### config.mk
export PLATFORM = sky130hd
export DESIGN_NAME = sys_addr_decoder
export DESIGN_NICKNAME = d
export VERILOG_FILES = /design/src/rtl/sad_pkg.sv /design/src/rtl/sad_region.sv /design/src/rtl/sad_rdmux.sv /design/src/rtl/sad_slow_en.sv /design/src/rtl/sys_addr_decoder.sv
export SDC_FILE = /design/constraint.sdc
export NUM_CORES = 1
export LEC_CHECK = 0
export ABC_AREA = 1
export BUFFER_PORTS_ARGS = -buffer_cell sky130_fd_sc_hd__buf_4
export CELL_PAD_IN_SITES_DETAIL_PLACEMENT = 1
export CELL_PAD_IN_SITES_GLOBAL_PLACEMENT = 2
export CORE_MARGIN = 1.5
export CORE_UTILIZATION = 14
export DETAILED_ROUTE_END_ITERATION = 8
export PLACE_DENSITY = 0.84
export SLEW_MARGIN = 0
export SYNTH_ARGS = -nofsm -noshare
export SYNTH_HDL_FRONTEND = slang
export SYNTH_SLANG_ARGS = --single-unit
### constraint.sdc
create_clock -name clk -period 1.3 [get_ports clk]
set_clock_uncertainty 0.1 [all_clocks]
set_input_delay 0 -clock clk [delete_from_list [all_inputs] [get_ports clk]]
set_output_delay 0 -clock clk [all_outputs]
set_load 0.01 [all_outputs]
### src/rtl/sad_pkg.sv
// Shared types and decode constants for the system address decoder.
// Assumes byte address bit 0 is not presented (word bus with byte strobes).
package sad_pkg;
    typedef enum logic [2:0] {
        SRC_NONE,
        SRC_RAM,
        SRC_ROM,
        SRC_ADP,
        SRC_FLP,
        SRC_SER
    } rd_src_t;

    localparam logic [10:0] ADP_HI  = 11'h77F;     // byte address bits 23:13
    localparam logic [10:0] FLP_HI  = 11'h6FF;     // byte address bits 23:13
    localparam logic [7:0]  DEV_LO  = 8'hFF;       // byte address bits 8:1
    localparam logic [20:0] SER_RD  = 21'h13FFFF;  // byte address bits 23:3
    localparam logic [20:0] SER_WR  = 21'h17FFFF;  // byte address bits 23:3
    localparam logic [15:0] IDLE_RD = 16'hFFFF;
endpackage

### src/rtl/sad_region.sv
// Region decoder: classifies one bus cycle into RAM, ROM or a peripheral
// select and produces the write enables and register index.
// Assumes strobes are only asserted while the address is valid.
module sad_region
    import sad_pkg::*;
(
    input  logic [23:1] addr,
    input  logic        rd,
    input  logic        uds,
    input  logic        lds,
    input  logic        overlay,
    output rd_src_t     src,
    output logic        ram_rd,
    output logic        rom_rd,
    output logic        ram_we_hi,
    output logic        ram_we_lo,
    output logic        via_cs,
    output logic        via_we,
    output logic        fdc_cs,
    output logic        fdc_we,
    output logic        scc_rd_cs,
    output logic        scc_wr_cs,
    output logic        slow_bus,
    output logic [3:0]  dev_reg
);
    logic active, periph, mem_rd, mem_wr, ram_win;
    logic adp_hit, flp_hit, ser_r_hit, ser_w_hit;

    // Address-space classification for the current cycle.
    always_comb begin
        active    = uds | lds;
        periph    = addr[23];
        ram_win   = overlay ? (addr[22:21] == 2'b11) : ~addr[22];
        mem_rd    = active & rd & ~periph;
        mem_wr    = active & ~rd & ~periph;
        adp_hit   = active & periph & (addr[23:13] == ADP_HI) & (addr[8:1] == DEV_LO);
        flp_hit   = active & periph & (addr[23:13] == FLP_HI) & (addr[8:1] == DEV_LO);
        ser_r_hit = active & rd & (addr[23:3] == SER_RD);
        ser_w_hit = active & ~rd & (addr[23:3] == SER_WR);
    end

    // Select, enable and read-source outputs.
    always_comb begin
        slow_bus  = periph;
        ram_rd    = mem_rd & ram_win;
        rom_rd    = mem_rd & ~ram_win;
        ram_we_hi = mem_wr & uds;
        ram_we_lo = mem_wr & lds;
        via_cs    = adp_hit;
        via_we    = adp_hit & ~rd;
        fdc_cs    = flp_hit;
        fdc_we    = flp_hit & ~rd;
        scc_rd_cs = ser_r_hit;
        scc_wr_cs = ser_w_hit;
        dev_reg   = (ser_r_hit | ser_w_hit) ? {2'b00, addr[2:1]} : addr[12:9];
        if (!(active && rd))    src = SRC_NONE;
        else if (ram_rd)        src = SRC_RAM;
        else if (rom_rd)        src = SRC_ROM;
        else if (adp_hit)       src = SRC_ADP;
        else if (flp_hit)       src = SRC_FLP;
        else if (ser_r_hit)     src = SRC_SER;
        else                    src = SRC_NONE;
    end
endmodule

### src/rtl/sad_rdmux.sv
// Read-data steering: forms the returned word from one source.
// 8-bit peripherals sit on the low lane; the high lane reads as all ones.
module sad_rdmux
    import sad_pkg::*;
(
    input  rd_src_t     src,
    input  logic [15:0] ram_rdata,
    input  logic [15:0] rom_rdata,
    input  logic [7:0]  via_rdata,
    input  logic [7:0]  fdc_rdata,
    input  logic [7:0]  scc_rdata,
    output logic [15:0] rdata
);
    // One-hot source to data word.
    always_comb begin
        unique case (src)
            SRC_RAM: rdata = ram_rdata;
            SRC_ROM: rdata = rom_rdata;
            SRC_ADP: rdata = {8'hFF, via_rdata};
            SRC_FLP: rdata = {8'hFF, fdc_rdata};
            SRC_SER: rdata = {8'hFF, scc_rdata};
            default: rdata = IDLE_RD;
        endcase
    end
endmodule

### src/rtl/sad_slow_en.sv
// Slow peripheral enable: a one-cycle pulse every SLOW_HALF/2 clocks.
// Assumes SLOW_HALF is even and at least 2.
module sad_slow_en #(
    parameter int SLOW_HALF = 10
) (
    input  logic clk,
    input  logic rst_n,
    output logic en
);
    localparam int DIV = SLOW_HALF / 2;
    localparam int CW  = (DIV > 1) ? $clog2(DIV) : 1;

    generate
        if (DIV > 1) begin : g_div
            logic [CW-1:0] cnt;
            // Divider counter, wraps at DIV-1.
            always_ff @(posedge clk) begin
                if (!rst_n)                        cnt <= '0;
                else if (cnt == CW'(DIV - 1))      cnt <= '0;
                else                               cnt <= cnt + 1'b1;
            end
            // Pulse on the last count of each period.
            always_comb en = rst_n & (cnt == CW'(DIV - 1));

            assert_pulse_width_R10: assert property (@(posedge clk) disable iff (!rst_n)
                en |=> !en);
        end else begin : g_pass
            // Divide by one: enable every cycle out of reset.
            always_comb en = rst_n;
        end
    endgenerate
endmodule

### src/rtl/sys_addr_decoder.sv
// System address decoder top: holds the boot overlay flag, decodes each
// bus cycle and steers read data. Memories and peripherals are external
// and assumed to answer combinationally in the same cycle.
module sys_addr_decoder
    import sad_pkg::*;
#(
    parameter int RAM_AW    = 16,
    parameter int ROM_AW    = 15,
    parameter int SLOW_HALF = 10
) (
    input  logic              clk,
    input  logic              rst_n,
    input  logic [23:1]       cpu_addr,
    input  logic              cpu_rd,
    input  logic              cpu_uds,
    input  logic              cpu_lds,
    input  logic [15:0]       cpu_wdata,
    output logic [15:0]       cpu_rdata,
    output logic              slow_bus,
    output logic [RAM_AW-1:0] ram_addr,
    output logic              ram_rd,
    output logic              ram_we_hi,
    output logic              ram_we_lo,
    output logic [15:0]       ram_wdata,
    input  logic [15:0]       ram_rdata,
    output logic [ROM_AW-1:0] rom_addr,
    output logic              rom_rd,
    input  logic [15:0]       rom_rdata,
    output logic [3:0]        dev_reg,
    output logic [7:0]        dev_wdata,
    output logic              via_cs,
    output logic              via_we,
    input  logic [7:0]        via_rdata,
    output logic              fdc_cs,
    output logic              fdc_we,
    input  logic [7:0]        fdc_rdata,
    output logic              scc_rd_cs,
    output logic              scc_wr_cs,
    input  logic [7:0]        scc_rdata,
    input  logic              adapter_pa4,
    input  logic              adapter_pa_load,
    output logic              slow_en
);
    logic    overlay_q;
    rd_src_t src;

    // Boot overlay flag: set by reset, loaded from adapter port A bit 4.
    always_ff @(posedge clk) begin
        if (!rst_n)               overlay_q <= 1'b1;
        else if (adapter_pa_load) overlay_q <= adapter_pa4;
    end

    // Memory addresses wrap by truncation; write data passes straight through.
    always_comb begin
        ram_addr  = cpu_addr[RAM_AW:1];
        rom_addr  = cpu_addr[ROM_AW:1];
        ram_wdata = cpu_wdata;
        dev_wdata = cpu_wdata[7:0];
    end

    sad_region u_region (
        .addr      (cpu_addr),
        .rd        (cpu_rd),
        .uds       (cpu_uds),
        .lds       (cpu_lds),
        .overlay   (overlay_q),
        .src       (src),
        .ram_rd    (ram_rd),
        .rom_rd    (rom_rd),
        .ram_we_hi (ram_we_hi),
        .ram_we_lo (ram_we_lo),
        .via_cs    (via_cs),
        .via_we    (via_we),
        .fdc_cs    (fdc_cs),
        .fdc_we    (fdc_we),
        .scc_rd_cs (scc_rd_cs),
        .scc_wr_cs (scc_wr_cs),
        .slow_bus  (slow_bus),
        .dev_reg   (dev_reg)
    );

    sad_rdmux u_rdmux (
        .src       (src),
        .ram_rdata (ram_rdata),
        .rom_rdata (rom_rdata),
        .via_rdata (via_rdata),
        .fdc_rdata (fdc_rdata),
        .scc_rdata (scc_rdata),
        .rdata     (cpu_rdata)
    );

    sad_slow_en #(.SLOW_HALF(SLOW_HALF)) u_slow (
        .clk   (clk),
        .rst_n (rst_n),
        .en    (slow_en)
    );

    assert_one_select_R11: assert property (@(posedge clk) disable iff (!rst_n)
        $onehot0({ram_rd, rom_rd, via_cs, fdc_cs, scc_rd_cs, scc_wr_cs}));

    assert_idle_quiet_R8: assert property (@(posedge clk) disable iff (!rst_n)
        !(cpu_uds || cpu_lds) |->
        !(ram_rd || rom_rd || ram_we_hi || ram_we_lo || via_cs || fdc_cs || scc_rd_cs || scc_wr_cs));

    assert_rom_never_written_R3: assert property (@(posedge clk) disable iff (!rst_n)
        !cpu_rd |-> !rom_rd);

    assert_periph_no_ram_write_R3: assert property (@(posedge clk) disable iff (!rst_n)
        cpu_addr[23] |-> !(ram_we_hi || ram_we_lo));

    assert_adapter_high_lane_R5: assert property (@(posedge clk) disable iff (!rst_n)
        (via_cs && cpu_rd) |-> (cpu_rdata[15:8] == 8'hFF));

    assert_overlay_load_R9: assert property (@(posedge clk) disable iff (!rst_n)
        adapter_pa_load |=> (overlay_q == $past(adapter_pa4)));
endmodule

Yosys cells after proc, flatten, opt, wreduce, memory -nomap -nowiden
Cells that the tools add are included.
{ "totals": {"elab_cells": 51, "reg_bits": 4, "inputBits": 102} }
{ "op_classes": {"eq_ne": 12, "n_mux": 9, "addsub": 1, "n_bitwise": 25, "n_reduce_logical": 2} }
{ "ops": {"columns": ["operator", "count"], "rows": [
  ["$pmux W16 S5", 1],
  ["$eq A21 B21 Y1 const B", 2],
  ["$eq A11 B11 Y1 const B", 2],
  ["$and A1 B1 Y1", 18],
  ["$mux W3", 6],
  ["$eq A3 B3 Y1 const B", 3],
  ["$eq A8 B8 Y1 const B", 1],
  ["$eq A3 B2 Y1 const B", 2],
  ["$not A1 Y1", 5],
  ["$mux W4", 1],
  ["$add A3 B1 Y3 const B", 1],
  ["$eq A3 B1 Y1 const B", 1],
  ["$eq A2 B2 Y1 const B", 1],
  ["$or A1 B1 Y1", 2],
  ["$reduce_or A2 Y1", 1],
  ["$logic_and A1 B1 Y1", 1],
  ["$mux W1", 1]
]} }

Logic depth before layout (Yosys ltp)
Gate-level depths: netlist (run 1).
{ "depth": {"ltp_word": 11, "depth_mapped": 12} }

Hierarchy
A second synthesis (run 1) with hierarchy kept.
{ "unflattened": {"hier_cells": 307, "area_unflattened_um2": 1622.8} }
{ "by_module_without_submodules": {"columns": ["module", "n_inst", "cells_per_inst", "seq_area_each_um2", "area_per_inst_um2"], "rows": [
  ["sad_rdmux", 1, 141, 0.0, 635.6],
  ["sys_addr_decoder", 1, 60, 20.0, 456.7],
  ["sad_region", 1, 86, 0.0, 384.1],
  ["sad_slow_en", 1, 20, 60.1, 146.4]
]} }

Least setup slack after synthesis (run 1)
Ideal clock, no wire load.
{ "synth_path": {"kind": "register to output", "from": "register overlay_q", "to": "output port cpu_rdata[10]", "path_stages_with_launch": 8, "t_required_ns": 1.200, "setup_slack_ns": 0.043, "t_arrival_ns": 1.157, "path_buffers": 1, "path_cell_list": "dfxtp_1 inv_1 nand2_1 nand2_1 nand2_2 inv_2 buf_4 a221o_1"} }
{ "synth_lines": {"columns": ["element", "line", "source"], "rows": [
  ["start: declaration", "sys_addr_decoder.sv:44", "logic overlay_q;"],
  ["start signal: assignment", "sys_addr_decoder.sv:50", "else if (adapter_pa_load) overlay_q <= adapter_pa4;"],
  ["$mux W1 *", "sad_region.sv:33", "ram_win = overlay ? (addr[22:21] == 2'b11) : ~addr[22];"],
  ["$and A1 B1 Y1 *", "sad_region.sv:45", "ram_rd = mem_rd & ram_win;"],
  ["net ram_rd", "sys_addr_decoder.sv:21", "output logic ram_rd,"],
  ["$mux W3 *", "sad_region.sv:57", "else if (ram_rd) src = SRC_RAM;"],
  ["$mux W3 *", "sad_region.sv:56", "if (!(active && rd)) src = SRC_NONE;"],
  ["$eq A3 B3 Y1 (tied with other cells)", "sad_rdmux.sv:16", "unique case (src)"],
  ["$pmux W16 S5 *", "sad_rdmux.sv:16", null],
  ["end: declaration", "sys_addr_decoder.sv:18", "output logic [15:0] cpu_rdata,"]
]} }
Mark *: on every way through the listed nets, which the timed path passes. The rest lies on a longest branch.

Final worst setup path (run 1)
{ "layout_path": {"from": "register overlay_q", "to": "output port cpu_rdata[3]"} }
{ "layout_between": {"elab_chain_cells": 8} }
{ "layout_rtl": {"columns": ["element", "line", "source"], "rows": [
  ["$mux W1 *", "sad_region.sv:33", null],
  ["$not A1 Y1", "sad_region.sv:46", "rom_rd = mem_rd & ~ram_win;"],
  ["$and A1 B1 Y1", "sad_region.sv:46", null],
  ["$mux W3", "sad_region.sv:58", "else if (rom_rd) src = SRC_ROM;"],
  ["$mux W3 *", "sad_region.sv:57", null],
  ["$mux W3 *", "sad_region.sv:56", null],
  ["$eq A3 B3 Y1 (tied with other cells)", "sad_rdmux.sv:16", null],
  ["$pmux W16 S5 *", "sad_rdmux.sv:16", null]
]} }
Mark *: on every way between the ends. The rest lies on a longest branch, timed or not.

==> metrics.txt, run 1 <==
Detail Placement HPWL=about 5.6 mm; Least-Margin Pin Slew=roughly 270 ps; clock tree buffer depth=2; Die Y=112 µm; Routed WL=6.68 mm; violated checks=setup timing; Initial Utilization=0.144; Post-DP Area=around 0.0028 mm²; row count=39; Yosys cell types=26; CTS tree=yes; fin nets=540; Via density=between 3 and 4; sequential fraction of the synthesis area=0.0485; most common cell after layout, fill and taps aside=buf_4; Fin Setup TNS=-4710 ps; number of global-route vias before repair=roughly 2200; share of layout cells above drive strength 1=0.558; r2r setup slk=about 250 ps; min Tclk post-route=around 1700 ps; drt first-iter violations=49; worst hold stages=2; Top Ports=around 190; initial antenna violation count=0; clock sinks=4; GRT overflow=0; Total Routing Usage GR=0.101; Clock Tree Root=clkbuf_16; critical path startpoint category=flop; Avg Cell Area, Syn=between 5 and 6 µm²; Multi-input gate area=between 0.001 and 0.0015 mm²; status=complete, but fails checks; Antenna Cells=0; fin worst setup slack=-391 ps; Fmax achieved=slightly below 600 MHz; Slew HR=0.817; worst hold path type=input port to primary output; Final Hold Fails=0; max-slew violations=0; wire per inst=about 12 µm; Area growth syn-to-layout=99.3%; Die Wd=112 µm; Crit Path Max Fanout=8; post-route cell area=about 0.0033 mm²; number of max-cap violations=0; htree depth=1; P per Cell Area=roughly 450 mW/mm²; Mapped Nets=between 300 and 400; Register Area=roughly 84 µm²; Yosys warnings=0; CTS Buf Count=3; Design Power=0.00148 W; largest net degree at the start of global routing=18; Leak=approximately 1.8 nW; routed via count=around 2200; commonest non-fill, non-tap cells in the layout=buf_4 (160), nand2_1 (50), inv_1 (49); Post-Synthesis Cells=around 290; cells on worst reg2reg path=4; clk slew on worst S/H paths=roughly 30 ps; Routed Antenna Nets=0; maximum vdd ir drop=0.328 mV; RSZ-0062 raised after global routing=true; Core Box Area=0.0115 mm²; Arr. time, crit path=1590 ps; flops & latches, synth=4; fill count=approximately 1400; Crit Path Class=flop to primary output; Crit. End Element=primary output; die area=approximately 0.012 mm²; remaining routing DRC violations=0; count of final setup violators=16; Port Buffer Count=between 100 and 150; Routability Congestion=~0.76; Clk Latency, worst-skew pair=about 220 ps; mapped cell area=between 0.0015 and 0.002 mm²; fin crit share=1.30; first-pass GRT wire length=around 10 mm; First-pass DRT Iterations=4; CP Data Required Time=between 1000 and 1500 ps
==> cells by family (layout without fill, tap and decap cells) <==
family	count (synthesis)	in the layout	synth area share
buf+inv	117	265	0.398
flops	4	4	0.0485
fa+ha+maj	2	2	0.0152
simple gates	148	148	0.453
compound gates	14	14	0.0804
xor+xnor	1	1	0.00531
==> what timing repair did <==
action | CTS | global route
resized for setup | 29 | 34
hold buffers | 19 | 0
endpoints found under the setup margin | 19 | 22
pin swaps | 9 | 14
buffers inserted | 1 | 3
gates cloned | 0 | 1
hold endpoints to repair | 28 | 0
==> synthesized netlist by cell type, drive strengths merged <==
cell type  number  area (µm²)
nand2          64         267
a221o           8        80.1
nand3b          1        20.0
a21oi           3        26.3
inv            59         221
o21ai           3        26.3
nand4           4        31.3
buf            58         435
nor2           51         226
nor3            3        15.0
dfxtp           4        80.1
ha              2        25.0
xnor2           1        8.76
nand3          25         188
==> routing by layer <==
layer	track usage	routed length, µm	part of all wire	vias up
met4	0.0135	35	0.0052	0
met5	0	0	0	-
met1	0.108	2450	0.37	966
li1	-	-	-	1110
met3	0.0196	428	0.064	4
met2	0.205	3760	0.56	92
==> where the power goes <==
group	switching [W]	internal [W]
clock network	0.0000836	0.000393
registers	0.0000106	0.000136
logic	0.000368	0.000487
total	0.000463	0.00102
==> final timing paths <==
| check | from | endpoint |
|---|---|---|
| worst max register to register | overlay_q | overlay_q |
| worst min-delay path | cpu_addr[16] | ram_addr[15] |
| worst min register to register | u_slow.g_div.cnt[0] | u_slow.g_div.cnt[0] |
| worst max-delay path | overlay_q | cpu_rdata[3] |
==> critical path, cell delays in order (launching register included) <==
cell and delay, ps:
dfxtp_4 370, inv_4 40, nand2_4 60, nand3_4 90, buf_6 140, nand4_4 160
nor2_1 60, nor2_1 190, nand3_2 120, buf_6 140
==> through the flow <==
step	instances	worst slack, ps	hold WS [ps]	utilization
global placement	550	-280	-99.9	0.241
finish	577	-391	88.0	0.287
floorplan	286	42.6	-52.5	-
global route	577	-437	96.3	0.287
CTS	573	-342	88.9	0.273
detailed placement	550	-306	-99.9	0.241
==> final cells by class <==
type,count,area share
repair buffers,203,0.517
multi-input cells,165,0.311
inverters,59,0.0696
well taps,143,0.0544
flip-flops and latches,4,0.0255
clock buffers,3,0.0228
==> sequential cells by signal, indices dropped and copies added, names as in the netlist <==
register and cells:
overlay_q 1, u_slow.g_div.cnt 3
Note: power is estimated with default switching activity, not from simulation.
==> inputs of run 2 (changes only) <==
--- a/config.mk
+++ b/config.mk
@@ -6,12 +6,11 @@
 export NUM_CORES = 1
 export LEC_CHECK = 0
-export ABC_AREA = 1
 export BUFFER_PORTS_ARGS = -buffer_cell sky130_fd_sc_hd__buf_4
 export CELL_PAD_IN_SITES_DETAIL_PLACEMENT = 1
 export CELL_PAD_IN_SITES_GLOBAL_PLACEMENT = 2
 export CORE_MARGIN = 1.5
-export CORE_UTILIZATION = 14
+export CORE_UTILIZATION = 12
 export DETAILED_ROUTE_END_ITERATION = 8
-export PLACE_DENSITY = 0.84
+export PLACE_DENSITY = 0.85
 export SLEW_MARGIN = 0
 export SYNTH_ARGS = -nofsm -noshare
==> constraint.sdc (replaced) <==
create_clock -name clk -period 1.3 [get_ports clk]
set_clock_uncertainty 0.1 [all_clocks]
set_input_delay 0 -clock clk [delete_from_list [all_inputs] [get_ports clk]]
set_output_delay 0 -clock clk [all_outputs]
set_load 0.05 [all_outputs]
==> run 2 against run 1 <==
Effect of this change:
- the run still ends with setup timing left
- fmax shrank 10%
- first-iteration DRC count shrank 45%
- non-clock buffer count grew 7
- critical path type is now input port to primary output
- critical endpoint unchanged
==> metrics.txt, run 2 <==
count of final setup violators=28 (+12); number of global-route vias before repair=2038 (-7.9%); Detail Placement HPWL=5.31 mm (-4.9%); Synth Flop Type=dfxtp_1; Register Area=83.8 µm² (unchanged); GRT overflow=0 (unchanged); Crit. End Element=primary output; Synth top cells by count=buf_4 (56), nand2_1 (36), nand4_1 (12); htree depth=1 (unchanged); fill count=1162 (-19%); fin crit share=1.44 (+0.144); Gate power share=0.770 (+0.191); Least-Margin Pin Slew=1010 ps (+733 ps); CP Data Required Time=1200 ps (about the same); r2r setup slk=210 ps (-40 ps); Biggest register=u_slow.g_div.cnt; most common cell in the netlist=buf_4; fin worst setup slack=-578 ps (-187 ps); Avg Cell Area, Syn=6.75 µm² (+17%); Clk pwr share=0.147 (-0.175); max reg flops=3 (unchanged); Die Y=105 µm (-6.1%); wire per inst=15.3 µm (+32%); Via density=4.06 (+7.7%); remaining routing DRC violations=0 (unchanged); Final Hold Fails=0 (unchanged); Routed Antenna Nets=0 (unchanged); Slew HR=0.332 (-0.485); Fmax achieved=532 MHz (-10%); die area=0.0110 mm² (-12%); most common cell after layout, fill and taps aside=buf_4; switching fraction of total power=0.495 (+0.182); Port Buffer Count=148 (unchanged); clock tree buffer depth=2 (unchanged); Routed WL=7.19 mm (+7.7%); critical path startpoint category=input port; First-pass DRT Iterations=4 (unchanged); Area growth syn-to-layout=160%; Crit Path Max Fanout=4 (-4); Routability Congestion=0.732 (-4.3%); RSZ-0062 raised after global routing=true; status=complete, but fails checks; Leak=1.46 nW (-17%); maximum vdd ir drop=0.733 mV (+120%); number of max-cap violations=0 (unchanged); drt first-iter violations=27 (-45%); Die Wd=105 µm (-6.1%); mapped cell area=0.00124 mm² (-25%); Yosys cell types=32 (+23%); Reg power frac=0.083 (-0.016); largest net degree at the start of global routing=17 (-1); Antenna Cells=0 (unchanged); Post-synth EDFFs=0 (unchanged); Net Sw Power=0.000846 W (+83%); Clk Latency, worst-skew pair=210 ps (about the same); Mapped Nets=288 (-26%); area leader, netlist=buf_4; clock sinks=4 (unchanged); routed via count=1902 (-12%); P per Cell Area=528 mW/mm² (+18%); Multi-input gate area=0.00108 mm² (+5.5%); Clock Tree Root=clkbuf_8; initial antenna violation count=0 (unchanged); Power Internal=0.000862 W (-15%); Arr. time, crit path=1780 ps (+190 ps); top-area cell type share of the netlist area=0.338 (+0.0745); dpl cells=438 (-20%); Total Routing Usage GR=0.119 (+0.0189); Post-Synthesis Cells=184 (-36%); flops & latches, synth=4 (unchanged); CTS tree=yes; fin nets=442 (-18%); async set-reset flop share out of synthesis=0 (unchanged); Yosys warnings=0 (unchanged); Top Ports=189 (unchanged); violated checks=setup timing; worst hold path type=input port to primary output; post-route cell area=0.00323 mm² (-1.7%); Crit Path Class=input port to primary output; Final Non-Filler Cells=469 (-19%); Post-DP Area=0.00252 mm² (-8.7%); max-slew violations=0 (unchanged); Core Box Area=0.00991 mm² (-14%); Initial Utilization=0.125 (-0.0185); row count=36 (-7.7%); min Tclk post-route=1880 ps (+187 ps); Largest regs=u_slow.g_div.cnt: 3 flops, overlay_q: 1 flops; CTS Buf Count=3 (unchanged); sequential fraction of the synthesis area=0.0645 (+0.0159); first-pass GRT wire length=10.6 mm (+0.73%); share of layout cells above drive strength 1=0.765 (+0.207); largest cells by area after synthesis=buf_4 (34%), nand2_1 (11%), mux2_2 (9.1%), dfxtp_1 (6.4%), nand4_1 (6.0%); commonest non-fill, non-tap cells in the layout=buf_4 (149), buf_6 (30), nand2_1 (26)
run 2: changes by cell type in the layout (fill, tap and decap cells not counted), sizes merged, moves of 4 or more:
cell   before  now
nand4       4   12
nand2      64   36
nand3      25   10
nor4        0    4
nor2       51    4
mux2        0   10
buf       183  190
a22oi       0    8
inv        59    2
a221o       8    0
run 2: layout make-up:
| cell class | instances | area share |
|---|---|---|
| clock buffers | 3 | 0.0128 |
| well taps | 133 | 0.0515 |
| inverters | 2 | 0.00232 |
| multi-input cells | 117 | 0.334 |
| flip-flops and latches | 4 | 0.0259 |
| repair buffers | 210 | 0.574 |
run 2: per-layer routing:
layer / vias up / track usage / routed length, µm
li1: 900 / - / -
met1: 890 / 0.120 / 2450
met2: 110 / 0.253 / 4240
met3: 2 / 0.0262 / 475
met4: 0 / 0.00881 / 28
met5: - / 0 / 0
run 2: cell families after synthesis:
group                      Yosys count  synth area share
and+or+nand+nor                     87             0.360
buffers and inverters               64             0.364
AOI/OAI and AO/OA                   15            0.0866
muxes                               11            0.0987
DFF                                  4            0.0645
adders and majority gates            2            0.0201
xor gates and xnor gates             1           0.00705
run 2: power groups by stage:
stage / registers [W] / logic (W) / clock network (W)
6_report: 0.000142 / 0.00131 / 0.000251
5_1_grt: 0.000144 / 0.00138 / 0.000269
4_1_cts: 0.000142 / 0.00128 / 0.000258
3_5_place_dp: 0.000143 / 0.000993 / 0
3_3_place_gp: 0.000143 / 0.000977 / 0
2_1_floorplan: 0.000141 / 0.000782 / 0
run 2: timing repair:
item,4_1_cts,5_1_grt
setup endpoints to repair,28,31
setup buffers,5,3
gates cloned,1,1
hold endpoints to repair,28,0
gates resized for setup,70,26
pin swaps,20,11
hold buffers,19,0
run 2: final timing paths:
check	to	depth (start not counted)	from
min reg2reg	u_slow.g_div.cnt[0]	2	u_slow.g_div.cnt[0]
max reg2reg	u_slow.g_div.cnt[2]	4	u_slow.g_div.cnt[0]
min	ram_addr[15]	2	cpu_addr[16]
max	cpu_rdata[3]	10	cpu_addr[17]
run 2: stage by stage:
step	hold WS, ps	setup TNS, ps	utilization	total power [W]	setup WS [ps]
after floorplan	-40.6	-10110	-	0.000924	-1030
after global placement	-99.6	-9230	0.255	0.00112	-681
after detailed placement	-99.6	-10200	0.255	0.00114	-732
after CTS	168	-8590	0.310	0.00168	-533
after global routing	171	-11040	0.326	0.00179	-642
final	168	-8820	0.326	0.00171	-578
run 2: worst max-delay path, stage by stage:
cell,delay [ps]
buf_6,70
nand4_1,110
or4_4,610
buf_6,150
nor4_4,120
buf_4,190
clkbuf_16,160
a22oi_2,70
nand4_1,120
buf_6,170
